==> config.mk <==
export PLATFORM = sky130hd
export DESIGN_NAME = art8_timer
export DESIGN_NICKNAME = d
export VERILOG_FILES = /design/src/rtl/art_pkg.sv /design/src/rtl/art_src_sel.sv /design/src/rtl/art_prescaler.sv /design/src/rtl/art8_timer.sv
export SDC_FILE = /design/constraint.sdc
export NUM_CORES = 1
export LEC_CHECK = 0
export CORE_ASPECT_RATIO = 0.8
export CORE_UTILIZATION = 30
export CTS_CLUSTER_DIAMETER = 40
export CTS_CLUSTER_SIZE = 8
export DETAILED_ROUTE_END_ITERATION = 8
export PLACE_DENSITY = 0.54
export REMOVE_ABC_BUFFERS = 1
export SYNTH_ARGS = -nofsm -noshare
export SYNTH_HDL_FRONTEND = slang
export SYNTH_HIERARCHICAL = 1
export SYNTH_SLANG_ARGS = --single-unit
export TNS_END_PERCENT = 50
==> constraint.sdc <==
create_clock -name clk -period 2.5 [get_ports clk]
set_clock_uncertainty 0.05 [all_clocks]
set_input_delay 0.375 -clock clk [delete_from_list [all_inputs] [get_ports clk]]
set_output_delay 0.375 -clock clk [all_outputs]
set_load 0.01 [all_outputs]
==> src/rtl/art_pkg.sv <==
package art_pkg;
  localparam int PRE_W = 7;
  localparam int SEL_W = 3;

  typedef enum logic [1:0] {
    SRC_INT  = 2'b00,
    SRC_DIV3 = 2'b01,
    SRC_EXT  = 2'b10,
    SRC_OFF  = 2'b11
  } src_e;

  typedef struct packed {
    logic [SEL_W-1:0] psel;
    logic             rsvd;
    logic             edge_fall;
    logic             edge_en;
    src_e             src;
  } ctrl_t;

  // true when the low 'sel' bits of the prescale count are all ones
  function automatic logic tap_hit(input logic [PRE_W-1:0] pre, input logic [SEL_W-1:0] sel);
    logic [PRE_W-1:0] mask;
    mask = (PRE_W'(1) << sel) - PRE_W'(1);
    return (pre & mask) == mask;
  endfunction
endpackage

==> src/rtl/art_src_sel.sv <==
module art_src_sel
  import art_pkg::*;
#(
  parameter int SYNC_STAGES = 2
) (
  input  logic clk,
  input  logic rst_n,
  input  src_e src,
  input  logic edge_en,
  input  logic edge_fall,
  input  logic ext_in,
  output logic src_en
);
  logic [1:0]             div_q;
  logic [SYNC_STAGES-1:0] sync_q;
  logic                   last_q;
  logic                   div3_pulse;
  logic                   lvl, rise, fall, ext_pulse;

  always_ff @(posedge clk) begin
    if (!rst_n) div_q <= '0;
    else        div_q <= (div_q == 2'd2) ? 2'd0 : div_q + 2'd1;
  end
  assign div3_pulse = (div_q == 2'd2);

  genvar g;
  for (g = 0; g < SYNC_STAGES; g++) begin : g_sync
    if (g == 0) begin : g_first
      always_ff @(posedge clk) begin
        if (!rst_n) sync_q[0] <= 1'b0;
        else        sync_q[0] <= ext_in;
      end
    end else begin : g_next
      always_ff @(posedge clk) begin
        if (!rst_n) sync_q[g] <= 1'b0;
        else        sync_q[g] <= sync_q[g-1];
      end
    end
  end

  always_ff @(posedge clk) begin
    if (!rst_n) last_q <= 1'b0;
    else        last_q <= lvl;
  end

  assign lvl       = sync_q[SYNC_STAGES-1];
  assign rise      = lvl & ~last_q;
  assign fall      = ~lvl & last_q;
  assign ext_pulse = edge_en & (edge_fall ? fall : rise);

  always_comb begin
    case (src)
      SRC_INT:  src_en = 1'b1;
      SRC_DIV3: src_en = div3_pulse;
      SRC_EXT:  src_en = ext_pulse;
      default:  src_en = 1'b0;
    endcase
  end
endmodule

==> src/rtl/art_prescaler.sv <==
module art_prescaler
  import art_pkg::*;
(
  input  logic             clk,
  input  logic             rst_n,
  input  logic             src_en,
  input  logic [SEL_W-1:0] sel,
  output logic             tick
);
  logic [PRE_W-1:0] pre_q;

  // the count runs on regardless of sel; sel only picks the tap
  always_ff @(posedge clk) begin
    if (!rst_n)      pre_q <= '0;
    else if (src_en) pre_q <= pre_q + PRE_W'(1);
  end

  assign tick = src_en & tap_hit(pre_q, sel);
endmodule

==> src/rtl/art8_timer.sv <==
module art8_timer
  import art_pkg::*;
#(
  parameter int          W        = 8,
  parameter logic [7:0]  A_CTRL   = 8'hD7,
  parameter logic [7:0]  A_RELOAD = 8'hD9,
  parameter logic [7:0]  A_CMP    = 8'hDA,
  parameter logic [7:0]  A_LOAD   = 8'hDB
) (
  input  logic         clk,
  input  logic         rst_n,
  input  logic [7:0]   bus_addr,
  input  logic         bus_wr,
  input  logic [W-1:0] bus_wdata,
  output logic [W-1:0] bus_rdata,
  input  logic         ext_in,
  input  logic [1:0]   flag_clr,
  output logic         ovf_flag,
  output logic         cmp_flag
);
  localparam logic [W-1:0] CNT_MAX = '1;

  ctrl_t        ctrl_q;
  logic [W-1:0] reload_q, cmp_q, cnt_q, cnt_nxt;
  logic         ctrl_wr, reload_wr, cmp_wr, load_wr;
  logic         src_en, cnt_tick, ovf_evt, cmp_evt;
  logic         ovf_q, cmpf_q;

  function automatic logic [W-1:0] bump(input logic [W-1:0] c, input logic [W-1:0] r);
    return (c == CNT_MAX) ? r : c + W'(1);
  endfunction

  assign ctrl_wr   = bus_wr && (bus_addr == A_CTRL);
  assign reload_wr = bus_wr && (bus_addr == A_RELOAD);
  assign cmp_wr    = bus_wr && (bus_addr == A_CMP);
  assign load_wr   = bus_wr && (bus_addr == A_LOAD);

  art_src_sel #(.SYNC_STAGES(2)) u_src (
    .clk       (clk),
    .rst_n     (rst_n),
    .src       (ctrl_q.src),
    .edge_en   (ctrl_q.edge_en),
    .edge_fall (ctrl_q.edge_fall),
    .ext_in    (ext_in),
    .src_en    (src_en)
  );

  art_prescaler u_pre (
    .clk    (clk),
    .rst_n  (rst_n),
    .src_en (src_en),
    .sel    (ctrl_q.psel),
    .tick   (cnt_tick)
  );

  assign cnt_nxt = bump(cnt_q, reload_q);
  assign ovf_evt = cnt_tick && !load_wr && (cnt_q == CNT_MAX);
  assign cmp_evt = cnt_tick && !load_wr && (cnt_nxt == cmp_q);

  always_ff @(posedge clk) begin
    if (!rst_n) begin
      ctrl_q   <= '0;
      reload_q <= '0;
      cmp_q    <= '0;
    end else begin
      if (ctrl_wr)   ctrl_q   <= ctrl_t'({bus_wdata[7:5], 1'b0, bus_wdata[3:0]});
      if (reload_wr) reload_q <= bus_wdata;
      if (cmp_wr)    cmp_q    <= bus_wdata;
    end
  end

  always_ff @(posedge clk) begin
    if (!rst_n)        cnt_q <= '0;
    else if (load_wr)  cnt_q <= bus_wdata;
    else if (cnt_tick) cnt_q <= cnt_nxt;
  end

  // a set in the same cycle as a clear wins
  always_ff @(posedge clk) begin
    if (!rst_n) begin
      ovf_q  <= 1'b0;
      cmpf_q <= 1'b0;
    end else begin
      ovf_q  <= ovf_evt | (ovf_q  & ~flag_clr[0]);
      cmpf_q <= cmp_evt | (cmpf_q & ~flag_clr[1]);
    end
  end

  assign ovf_flag = ovf_q;
  assign cmp_flag = cmpf_q;

  always_comb begin
    bus_rdata = '0;
    if      (bus_addr == A_CTRL)   bus_rdata = W'(ctrl_q);
    else if (bus_addr == A_RELOAD) bus_rdata = reload_q;
    else if (bus_addr == A_CMP)    bus_rdata = cmp_q;
    else if (bus_addr == A_LOAD)   bus_rdata = cnt_q;
  end
endmodule

==> impl_results.md <==
* Die ar. at around 8900 um2
* Post-synth top area share at between 30% and 40%
* Pre-antenna DRT Iters at 5
* Final min period at ~2.4 ns
* Drc violations at 0
* Hold Vio Cnt, Final at 0
* WHS at roughly 0.38 ns
* Vias/cell at 5.17
* CTS tree: yes
* Cell Pwr Density at around 480 nW/um2
* Row count at 29
* Initial drt markers at approximately 220
* Remaining antenna violation count at 0
* Final wirelength at 7.23 mm
* CP required at approximately 2.1 ns
* Inst Count DP at between 400 and 500
* Clock share of power at between 40% and 50%
* Worst skew pair latency at approximately 0.30 ns
* Comb pwr share at approximately a tenth
* Die W at approximately 110 um
* Synth area leader: dfxtp_1
* Root Buffer: clkbuf_8
* Worst Hold Class: reg -> reg
* Max Slew Vio Count at 0
* Kind of critical path: in -> out
* Count leader, synth: dfxtp_1
* R2r startpoint: ctrl_q[3]
* First-pass GRT wire length at between 10 and 15 mm
* Synth top cells by count: 45 x dfxtp_1, 40 x nand2_1, 34 x a21oi_1, 26 x nor2_1, 24 x nand3_1
* Initial Utilization at between 30% and 40%
* Slew at the pin with the worst max-slew slack at between 0.4 and 0.5 ns
* Gpl congestion at between 0.8 and 0.9
* VDD IR-drop max at approximately 0.20 mV
* Register area share after synthesis at about a third
* Vias in the first global route at between 2000 and 2500
* Clock tree buffer depth at 2
* Arr. time, crit path at just under 2 ns
* Grt total ovfl at 0
* Outcome: finished, final reports clean
* Slew margin rel. at 67.4%
* CP Capture Type: output pin
* Worst path max stage delay at around 0.27 ns
* Post-DP HPWL at approximately 5.3 mm
* Sequential share of power at 47.9%
* Critical path origin: bus_addr[5]
* Area delta synth->final at 28.4%
* Most used DFF post-synth: dfxtp_1
* H-tree levels at 2
* Max Cap Viol at 0
* Synth area leaders: dfxtp_1 35%, a21oi_1 6.6%, nand2_1 5.9%
* Async set-reset flop share out of synthesis at 0%
* CP max FO at 5
* Core footprint at a little over 8000 um2
* Most common cell on crit path: buf_6
* Worst-path cell chain: clkdlybuf4s15_1 -> nand4b_1 -> or2_4 -> nor4b_4 -> buf_6 -> buf_6 -> a222oi_1 -> a21oi_1 -> buf_2
* Final Cycle Share at 95.7%
* NetSw at ~0.36 mW
* I/O Buffers at 31
* Pin count of the biggest net entering global routing at 30
* Ys Warns at 6
* GRT Total Usage at between 10% and 20%
* Worst setup SP type: input port
* Final net count at 393
* CTS Buf Count at 5
* CTS Sinks at between 40 and 50
* Initial antenna violation count at 0
* Yosys reg bits at 45
* RSZ-0062 raised after global routing: no
* Total inserted antenna cells at 0
* Sw frac at between 20% and 30%
* Setup violations, final at 0
* Hold path startpoint: u_src/div_q[0]
* P_leak at roughly 1.3 nW
* Worst-path clk slew at roughly 0.08 ns
* Final non-filler cell total at roughly 480
* I/O pins at 32
* WL/cell at ~15 um
* Share of layout cells above drive strength 1 at between 10% and 20%
* Die H at 84.7 um
* Number of synthesized flops with an enable pin at 0
* CP max stage cell: or2_4
* Yosys cell types at between 50 and 60
* Mapped cell area at roughly 2600 um2
* Max Clock Freq at 0.418 GHz
* Synth Instances at ~320
* Syn avg cell area at roughly 8 um2
* Int Power at around 1.2 mW
* Vias at ~2500
## power groups by stage
| stage | registers, mW | logic, mW | clock network (mW) |
|---|---|---|---|
| global route | 0.758 | 0.175 | 0.704 |
| global placement | 0.770 | 0.157 | 0 |
| CTS | 0.754 | 0.158 | 0.673 |
| finish | 0.754 | 0.158 | 0.664 |
| detailed placement | 0.771 | 0.159 | 0 |
| floorplan | 0.766 | 0.0769 | 0 |
## flip-flops by register name, summed over array words and instances, names as in the netlist
name          flops
reload_q          8
u_src/div_q       2
u_src/sync_q      1
cmp_q             8
u_src/lvl         1
ctrl_q            7
cmp_flag          1
ovf_flag          1
u_pre/pre_q       7
u_src/last_q      1
cnt_q             8
## layer usage
layer / GRT usage (%) / vias to the layer above / share of wire [%]
met3: 2.95 / 7 / 5.1
met1: 24.4 / 1160 / 50
li1: - / 1241 / -
met5: 0 / - / 0
met4: 4.10 / 0 / 0.94
met2: 25.2 / 56 / 44
## metrics by stage
step           total power, mW  utilization [%]  setup WS [ns]  setup TNS [ns]  area (um2)
2_1_floorplan            0.843                -         -0.436           -1.64        2460
4_1_cts                   1.59             40.3        -0.0136         -0.0136        3260
3_3_place_gp             0.926             38.3         -0.535           -4.05        3100
3_5_place_dp             0.929             38.3         -0.564           -4.26        3100
5_1_grt                   1.64             40.7        0.00290               0        3300
6_report                  1.58             40.7          0.108               0        3300
## area by class of cell
| cell class | instances | area (um2) |
|---|---|---|
| inverters | 9 | 33.8 |
| clock inverters | 3 | 65.1 |
| clock buffers | 5 | 68.8 |
| fillers | 843 | 4800 |
| flip-flops and latches | 45 | 901 |
| well taps | 108 | 135 |
| multi-input cells | 245 | 1560 |
| repair buffers | 62 | 537 |
## cells by family after synthesis
family | share of synthesized area (%)
XOR/XNOR | 4.44
AO/OA/AOI/OAI | 19.7
buffers and inverters | 5.31
multiplexers | 5.12
flip-flops | 35.1
adder cells (fa/ha/maj) | 1.46
AND/OR/NAND/NOR | 28.9
## critical path: cells and delay by family
| kind | cells | cell delay (ns) |
|---|---|---|
| and+or+nand+nor | 3 | 0.71 |
| buffers and inverters | 4 | 0.58 |
| AOI/OAI and AO/OA | 2 | 0.30 |
## layout by cell type (no fill, tap or decap), types with 3 or more instances in the layout
cell / instances
nand3b_1: 4
inv_1: 9
nand2_1: 40
buf_4: 28
dlygate4sd2_1: 3
o21ai_0: 10
clkbuf_8: 5
or3_1: 3
a211oi_1: 4
dfxtp_1: 45
nand3_1: 24
mux2i_1: 12
dlymetal6s2s_1: 4
ha_1: 3
and2_1: 9
a22oi_1: 4
buf_6: 3
clkdlybuf4s15_1: 3
nor3_1: 4
a222oi_1: 7
clkdlybuf4s50_1: 15
nand4_1: 3
nor2_1: 25
buf_2: 5
xnor2_1: 11
a21oi_1: 33
a31oi_1: 4
nand2b_1: 3
and2_2: 3
## path summary, 6_finish.rpt
| path | endpoint | slack [ns] | depth (start not counted) |
|---|---|---|---|
| max | bus_rdata[6] | 0.11 | 9 |
| min | u_src/div_q[0] | 0.38 | 1 |
| max reg2reg | cnt_q[5] | 0.18 | 9 |
| min reg2reg | u_src/div_q[0] | 0.38 | 1 |
## timing repair
action | in CTS | in global routing
buffers inserted | 4 | 2
hold buffers | 0 | 0
pin swaps | 9 | 7
endpoints found under the setup margin | 8 | 8
gates resized for setup | 39 | 6
No activity file was read; power rests on OpenSTA's default activity.
